--- src/rtl/ddrdes_pkg.sv ---
package ddrdes_pkg;

  typedef enum logic {
    PH_EARLY = 1'b0,
    PH_LATE  = 1'b1
  } bit_phase_e;

  // Distance in serial bits between two frame starts, from the cycle gap
  // and the half-cycle position of each start.
  function automatic int frame_bit_gap(int cyc_gap, logic ph_now, logic ph_prev);
    int a;
    int b;
    a = ph_now  ? 1 : 0;
    b = ph_prev ? 1 : 0;
    return 2 * cyc_gap + a - b;
  endfunction

endpackage

--- src/rtl/ddrdes_edge.sv ---
module ddrdes_edge
  import ddrdes_pkg::*;
(
  input  logic       clk,
  input  logic       rst_n,
  input  logic       frame_rise_i,
  input  logic       frame_fall_i,
  output logic       start_o,
  output bit_phase_e phase_o
);

  logic frame_last_q;
  logic start_early;
  logic start_late;

  always_ff @(posedge clk) begin
    if (!rst_n) frame_last_q <= 1'b1;
    else        frame_last_q <= frame_fall_i;
  end

  assign start_early = !frame_last_q && frame_rise_i;
  assign start_late  = !frame_rise_i && frame_fall_i;
  assign start_o     = start_early || start_late;
  assign phase_o     = start_late ? PH_LATE : PH_EARLY;

endmodule

--- src/rtl/ddrdes_shift.sv ---
module ddrdes_shift
  import ddrdes_pkg::*;
#(
  parameter int SAMPLE_W = 14
) (
  input  logic                clk,
  input  logic                rst_n,
  input  logic                data_rise_i,
  input  logic                data_fall_i,
  input  bit_phase_e          phase_i,
  output logic [SAMPLE_W-1:0] window_o
);

  logic [SAMPLE_W-1:0] sr_q;

  always_ff @(posedge clk) begin
    if (!rst_n) sr_q <= '0;
    else        sr_q <= {sr_q[SAMPLE_W-3:0], data_rise_i, data_fall_i};
  end

  // Early start: the sample ended on the previous falling bit.
  // Late start: the sample ended on this cycle's rising bit.
  always_comb begin
    if (phase_i == PH_LATE) window_o = {sr_q[SAMPLE_W-2:0], data_rise_i};
    else                    window_o = sr_q;
  end

endmodule

--- src/rtl/ddrdes_track.sv ---
module ddrdes_track
  import ddrdes_pkg::*;
#(
  parameter int SAMPLE_W = 14
) (
  input  logic       clk,
  input  logic       rst_n,
  input  logic       start_i,
  input  bit_phase_e phase_i,
  input  logic       clr_i,
  output logic       take_o,
  output logic       set_o,
  output logic       misalign_o
);

  localparam int CYC_MAX = SAMPLE_W / 2 + 1;
  localparam int CNT_W   = $clog2(CYC_MAX + 1);

  logic [CNT_W-1:0] cyc_q;
  logic             armed_q;
  bit_phase_e       ph_prev_q;
  logic             flag_q;
  logic             spacing_ok;

  assign spacing_ok = frame_bit_gap(int'(cyc_q), phase_i, ph_prev_q) == SAMPLE_W;
  assign take_o     = start_i && armed_q && spacing_ok;
  assign set_o      = start_i && armed_q && !spacing_ok;
  assign misalign_o = flag_q;

  always_ff @(posedge clk) begin
    if (!rst_n) begin
      cyc_q     <= '0;
      armed_q   <= 1'b0;
      ph_prev_q <= PH_EARLY;
      flag_q    <= 1'b0;
    end else begin
      if (start_i) begin
        cyc_q     <= CNT_W'(1);
        armed_q   <= 1'b1;
        ph_prev_q <= phase_i;
      end else if (int'(cyc_q) < CYC_MAX) begin
        cyc_q <= cyc_q + CNT_W'(1);
      end
      if (set_o)      flag_q <= 1'b1;
      else if (clr_i) flag_q <= 1'b0;
    end
  end

endmodule

--- src/rtl/ddrdes_top.sv ---
module ddrdes_top
  import ddrdes_pkg::*;
#(
  parameter int SAMPLE_W = 14
) (
  input  logic                clk,
  input  logic                rst_n,
  input  logic                data_rise_i,
  input  logic                data_fall_i,
  input  logic                frame_rise_i,
  input  logic                frame_fall_i,
  input  logic                misalign_clr_i,
  output logic [SAMPLE_W-1:0] sample_o,
  output logic                sample_valid_o,
  output logic                misalign_o
);

  logic                frame_start;
  bit_phase_e          start_phase;
  logic [SAMPLE_W-1:0] window;
  logic                take_w;
  logic                set_w;
  logic [SAMPLE_W-1:0] sample_q;
  logic                valid_q;

  ddrdes_edge u_edge (
    .clk          (clk),
    .rst_n        (rst_n),
    .frame_rise_i (frame_rise_i),
    .frame_fall_i (frame_fall_i),
    .start_o      (frame_start),
    .phase_o      (start_phase)
  );

  ddrdes_shift #(.SAMPLE_W(SAMPLE_W)) u_shift (
    .clk         (clk),
    .rst_n       (rst_n),
    .data_rise_i (data_rise_i),
    .data_fall_i (data_fall_i),
    .phase_i     (start_phase),
    .window_o    (window)
  );

  ddrdes_track #(.SAMPLE_W(SAMPLE_W)) u_track (
    .clk        (clk),
    .rst_n      (rst_n),
    .start_i    (frame_start),
    .phase_i    (start_phase),
    .clr_i      (misalign_clr_i),
    .take_o     (take_w),
    .set_o      (set_w),
    .misalign_o (misalign_o)
  );

  always_ff @(posedge clk) begin
    if (!rst_n) begin
      sample_q <= '0;
      valid_q  <= 1'b0;
    end else begin
      valid_q <= take_w;
      if (take_w) sample_q <= window;
    end
  end

  assign sample_o       = sample_q;
  assign sample_valid_o = valid_q;

endmodule

--- config.mk ---
export PLATFORM = sky130hd
export DESIGN_NAME = ddrdes_top
export DESIGN_NICKNAME = d
export VERILOG_FILES = /design/src/rtl/ddrdes_pkg.sv /design/src/rtl/ddrdes_edge.sv /design/src/rtl/ddrdes_shift.sv /design/src/rtl/ddrdes_track.sv /design/src/rtl/ddrdes_top.sv
export SDC_FILE = /design/constraint.sdc
export NUM_CORES = 1
export LEC_CHECK = 0
export ABC_CLOCK_PERIOD_IN_PS = 6400
export BUFFER_PORTS_ARGS = -buffer_cell sky130_fd_sc_hd__buf_2
export CAP_MARGIN = 15
export CORE_ASPECT_RATIO = 0.7
export CORE_MARGIN = 5
export CORE_UTILIZATION = 25
export DETAILED_ROUTE_END_ITERATION = 10
export PLACE_DENSITY = 0.53
export SLEW_MARGIN = 30
export SYNTH_ARGS = -nofsm -noshare
export SYNTH_HDL_FRONTEND = slang
export SYNTH_SLANG_ARGS = --single-unit
--- constraint.sdc ---
create_clock -name clk -period 6.4 [get_ports clk]
set_input_delay 1.28 -clock clk [delete_from_list [all_inputs] [get_ports clk]]
set_output_delay 1.28 -clock clk [all_outputs]
set_load 0.05 [all_outputs]
# [Yosys cells after proc, flatten, opt, wreduce, memory -nomap -nowiden]
# Index checks and enable logic that the tools add are counted.
# Widths: inputs -> output; s select.
[totals] output_inout_bits=16 register_bits=37 in_bits=7 wordCells=35
[op_classes] n_lt_le_gt_ge=1 n_addsub=3 eq_ne=1 n_reduce_logical=12 n_bitwise=1 muxes=8
[ops] op="$eq 32x5->1 const B" count=1
[ops] op="$sub 32x32->32" count=1
[ops] op="$mux 14" count=1
[ops] op="$mux 1" count=7
[ops] op="$add 5x1->6" count=1
[ops] op="$logic_and 1x1->1" count=5
[ops] op="$add 4x1->4 const B" count=1
[ops] op="$lt 4x4->1 const B" count=1
[ops] op="$reduce_bool 2->1" count=2
[ops] op="$logic_not 1->1" count=3
[ops] op="$reduce_or 2->1" count=1
[ops] op="$logic_or 1x1->1" count=1
[ops] op="$not 1->1" count=1

# [Logic depth before layout (Yosys ltp)]
[depth] word_depth=10 ltp_mapped=12 mapped_depth_nobuf=9

# [Modules after synthesis]
# A second synthesis with hierarchy kept.
[hier_totals] hier_cells=137 area_unflattened_um2=1547.7
[modules_own_cells] mod="ddrdes_top" seq_area_each_um2=300.3 cells_each=47 instances=1 area_per_inst_um2=570.5
[modules_own_cells] mod="ddrdes_shift" seq_area_each_um2=280.3 cells_each=44 instances=1 area_per_inst_um2=540.5
[modules_own_cells] mod="ddrdes_track" seq_area_each_um2=140.1 cells_each=41 instances=1 area_per_inst_um2=392.9
[modules_own_cells] mod="ddrdes_edge" seq_area_each_um2=20.0 cells_each=5 instances=1 area_per_inst_um2=43.8

# [Worst setup path before layout]
# OpenSTA, ideal clock, no wires.
[synth_timing] kind="input-to-reg" from="input frame_fall_i" to="register sample_q[0] (netlist: sample_o[0])" required_ns=6.284 arrival_time_ns=3.437 path_slack_ns=2.847 n_path_buf=3 cell_stages=12 setup_time_ns=0.116 path_cell_list="nor2b_1 > buf_2 > inv_1 > buf_1 > ha_1 > nor4b_1 > ha_1 > nand4_1 > a211oi_4 > buf_4 > nand4_1 > o211a_1"
[synth_via] elab_chain_cells=7 word_cells_on_any_way=10 cone_classes="add/sub (2); eq/ne (1); mux (3); reduce/logical (4)"
[synth_rtl] element="start: declaration" line="ddrdes_top.sv:11" text="input logic frame_fall_i,"
[synth_rtl] element="$logic_and 1x1->1 *" line="ddrdes_edge.sv:22" text="assign start_late = !frame_rise_i && frame_fall_i;"
[synth_rtl] element="$mux 1" line="ddrdes_edge.sv:24" text="assign phase_o = start_late ? PH_LATE : PH_EARLY;"
[synth_rtl] element="$mux 1" line="ddrdes_pkg.sv:13" text="a = ph_now ? 1 : 0;"
[synth_rtl] element="$add 5x1->6" line="ddrdes_pkg.sv:15" text="return 2 * cyc_gap + a - b;"
[synth_rtl] element="$sub 32x32->32" line="ddrdes_pkg.sv:15"
[synth_rtl] element="$eq 32x5->1" line="ddrdes_track.sv:25" text="assign spacing_ok = frame_bit_gap(int'(cyc_q), phase_i, ph_prev_q) == SAMPLE_W;"
[synth_rtl] element="$logic_and 1x1->1" line="ddrdes_track.sv:26" text="assign take_o = start_i && armed_q && spacing_ok;"
[synth_rtl] element="end signal: assignment" line="ddrdes_top.sv:61" text="if (take_w) sample_q <= window;"
[synth_rtl] element="end: declaration" line="ddrdes_top.sv:23" text="logic [SAMPLE_W-1:0] sample_q;"
# Mark *: on every way between the ends. The rest lies on a longest branch, timed or not.
# A chain may end at the register's enable or synchronous reset.

# [Final worst setup path]
[layout_timing] from="input frame_fall_i" to="register sample_q[11] (netlist: sample_o[11])"
# The elaborated chain is that of the path after synthesis.

==> results by group <==
Cells and area
  – Final instance area: 0.00176 sq mm
  – Commonest non-fill, non-tap cell in the layout: dfxtp_1
  – Area of the multi-input gates: 674 sq um
  – Register area: 741 sq um
  – ANT cells: 0
  – Commonest non-fill, non-tap cells in the layout: 37 x dfxtp_1, 29 x nand2_1, 22 x buf_2
  – P&R area growth vs syn: 19.3%
  – Nets: 184
  – Share of layout cells above drive strength 1: 19.0%
  – Fillers: 609

Global routing
  – All-layer global routing usage: 8.43%
  – Antenna violations before repair: 0
  – Largest net degree at the start of global routing: 36
  – First-pass GRT wire length: 5.00 mm
  – Total gr overflow: 0
  – Vias in the first global route: 1037

Logic synthesis
  – Synthesized area per cell: 9.71 sq um
  – Synth Warn #: 0
  – Net Count, Synth: 163
  – Post-synth top area cell: dfxtp_1
  – Post-Syn Area: 0.00148 sq mm
  – Cells after Synth: 152
  – Top-area cell type share of the netlist area: 50.2%
  – Synth Register Bits: 37
  – Top cells by area, synth: dfxtp_1 50%, o211a_1 9.5%, nand2_1 7.4%
  – Netlist cell types: 29
  – Register area share after synthesis: 50.2%

Clocking
  – CTS clk-pin slew, worst paths: 0.08 ns
  – CTS tree: yes
  – Max Root-Sink Buffers: 2
  – Hold-fix buffer count after cts: 0
  – Post-cts sizing count: 0
  – CTS Buf Count: 5
  – Clk_lat worst skew: 0.28 ns
  – Root Buffer: clkbuf_8
  – Htree depth: 2
  – Post-CTS setup buffers: 0
  – Clk sinks: 37

Power
  – Seq pwr share: 50.6%
  – Sw Ratio: 21.7%
  – Comb pwr share: 4.9%
  – Max rail drop VDD: 116 uV
  – Pwr dens: 268 mW/mm^2
  – Clock Power Share: 44.5%
  – Final Power: 473 uW
  – P_leak: 0.851 nW
  – Sw power: 102 uW
  – Internal power: 370 uW

Die
  – Initial Util: 25.8%
  – IO Pins: 23
  – Die area: 0.00757 sq mm
  – Core Area: 0.00573 sq mm
  – Die W: 102 microns
  – FP Rows: 23
  – Die Span Y: 74.3 microns

Critical path
  – Worst setup EP type: flop
  – Slowest cell on crit path: a211oi_4
  – Worst-path fanout max: 19
  – Worst setup path startpoint: frame_fall_i
  – Largest stage delay, worst path: 0.65 ns
  – Req. time, crit path: 6.63 ns
  – Worst Setup EP: sample_o[11]$_SDFFE_PN0P_
  – Cell family with most CP delay: simple AND/OR/NAND/NOR gates
  – RR Endpoint: sample_o[11]$_SDFFE_PN0P_
  – Reg2reg path depth: 7
  – Worst setup SP type: input port
  – Reg2reg setup slack: 4.10 ns
  – Most Frequent Cell on Critical Path: ha_1
  – Arrival @ worst endpoint: 4.04 ns
  – Critical path depth: 11
  – Cells along the critical path: buf_2, nor2b_1, buf_4, inv_1, ha_1, nor4b_1, ha_1, nand4_1, a211oi_4, and2_4, o211a_1
  – Crit path buf inv count: 3
  – Setup CP Type: input port to flop
  – Worst R2R Start: u_track.ph_prev_q$_SDFFE_PN0N_

Placement
  – PortBufs: 22
  – Placement Cell Area: 0.00164 sq mm
  – Detailed Place HPWL: 1.97 mm
  – RD Place Congestion: 0.761

Outcome
  – Status: completed

Timing
  – Crit share post-route: 59.6%
  – Post-layout minimum cycle time: 3.81 ns
  – Clock Skew: 0.00810 ns
  – Final Hold Vio Count: 0
  – Setup TNS: 0 ns
  – RSZ-0062 raised after global routing: false
  – Worst-margin pin slew: 0.703 ns
  – Hold slack final: 0.487 ns
  – Final setup viols: 0
  – Final slew viol count: 0
  – Max Clock Freq: 0.262 GHz
  – Slew margin rel.: 53.0%

Routing
  – Wire per inst: 11.8 microns
  – DRC violations left: 0
  – DR vias: 1084
  – WL final: 2.95 mm
  – Iter 0 DRT Violations: 50
  – Final ANT Viol Nets: 0
  – Drt first pass iters: 4
  – Via-to-Cell Ratio: 4.35

Min path
  – Worst min path class: flop to flop

Flow run
  – MaxCap Viol Count: 0
## layer usage
| layer | GRT usage (%) | vias to the layer above | wire length, microns |
|---|---|---|---|
| met5 | 0 | - | 0 |
| met4 | 2.18 | 0 | 21 |
| met3 | 3.37 | 5 | 174 |
| met2 | 11.6 | 25 | 1130 |
| met1 | 12.2 | 485 | 1620 |
| li1 | - | 569 | - |
## cells by family after synthesis
kind of cell    after synthesis  share of synthesized area, %
simple gates                 73                          25.9
flops                        37                          50.2
compound gates               22                          14.5
buf+inv                      13                          4.15
fa+ha+maj                     4                          3.39
xor+xnor                      2                          1.19
mux                           1                         0.678
## power groups by stage
stage	Combinational (mW)	Clock, mW	Sequential (mW)
3_5_place_dp	0.0233	0	0.244
2_1_floorplan	0.0165	0	0.244
4_1_cts	0.0235	0.216	0.239
3_3_place_gp	0.0225	0	0.245
5_1_grt	0.0267	0.226	0.240
6_report	0.0231	0.210	0.239
## how the worst min path moves through the flow
stage / from / to / slack (ns) / depth (start not counted)
3_5_place_dp: u_shift.sr_q[2]$_SDFF_PN0_ / u_shift.sr_q[4]$_SDFF_PN0_ / 0.47 / 1
3_3_place_gp: u_track.armed_q$_SDFFE_PN0N_ / u_track.armed_q$_SDFFE_PN0N_ / 0.46 / 1
5_1_grt: u_track.armed_q$_SDFFE_PN0N_ / u_track.armed_q$_SDFFE_PN0N_ / 0.50 / 1
6_report: u_shift.sr_q[2]$_SDFF_PN0_ / u_shift.sr_q[4]$_SDFF_PN0_ / 0.49 / 1
2_1_floorplan: u_shift.sr_q[8]$_SDFF_PN0_ / u_shift.sr_q[10]$_SDFF_PN0_ / 0.45 / 1
4_1_cts: u_shift.sr_q[11]$_SDFF_PN0_ / u_shift.sr_q[13]$_SDFF_PN0_ / 0.49 / 1
## area by class of cell
class | count | share of cell area [%]
sequential | 37 | 42.0
clock buffer | 6 | 4.69
multi-input combinational | 102 | 38.3
timing repair buffer | 23 | 6.68
inverter | 4 | 0.852
clock inverter | 2 | 2.13
tap | 75 | 5.33
## flip-flops by register name, summed over array words and instances (netlist names)
register	count
u_track.armed_q	1
sample_o	14
u_track.ph_prev_q	1
u_track.cyc_q	4
u_shift.sr_q	14
u_track.misalign_o	1
u_edge.frame_last_q	1
sample_valid_o	1
## Yosys cell counts
| library cell | number |
|---|---|
| nand4_1 | 15 |
| nand4b_1 | 1 |
| nand3_1 | 1 |
| and2_4 | 1 |
| and2_1 | 14 |
| nand2_1 | 29 |
| buf_2 | 1 |
| nor2b_1 | 4 |
| xnor2_1 | 1 |
| clkbuf_1 | 4 |
| mux2i_1 | 1 |
| o31a_1 | 1 |
| buf_1 | 2 |
| o211a_1 | 14 |
| a21oi_1 | 1 |
| dfxtp_1 | 37 |
| nand2b_1 | 3 |
| nor2_1 | 3 |
| xor2_1 | 1 |
| buf_6 | 1 |
| inv_1 | 4 |
| and3_1 | 1 |
| a21bo_1 | 1 |
| a21boi_0 | 2 |
| ha_1 | 4 |
| a211oi_4 | 1 |
| buf_4 | 1 |
| nor4b_1 | 1 |
| o21a_1 | 2 |
## metrics by stage
step | util, % | std cells | worst slack, ns
5_1_grt | 30.8 | 249 | 2.33
2_1_floorplan | - | 152 | 2.85
4_1_cts | 30.8 | 249 | 2.59
6_report | 30.8 | 249 | 2.59
3_5_place_dp | 28.7 | 241 | 2.30
3_3_place_gp | 28.7 | 241 | 2.41
(Power assumes the default switching activity.)
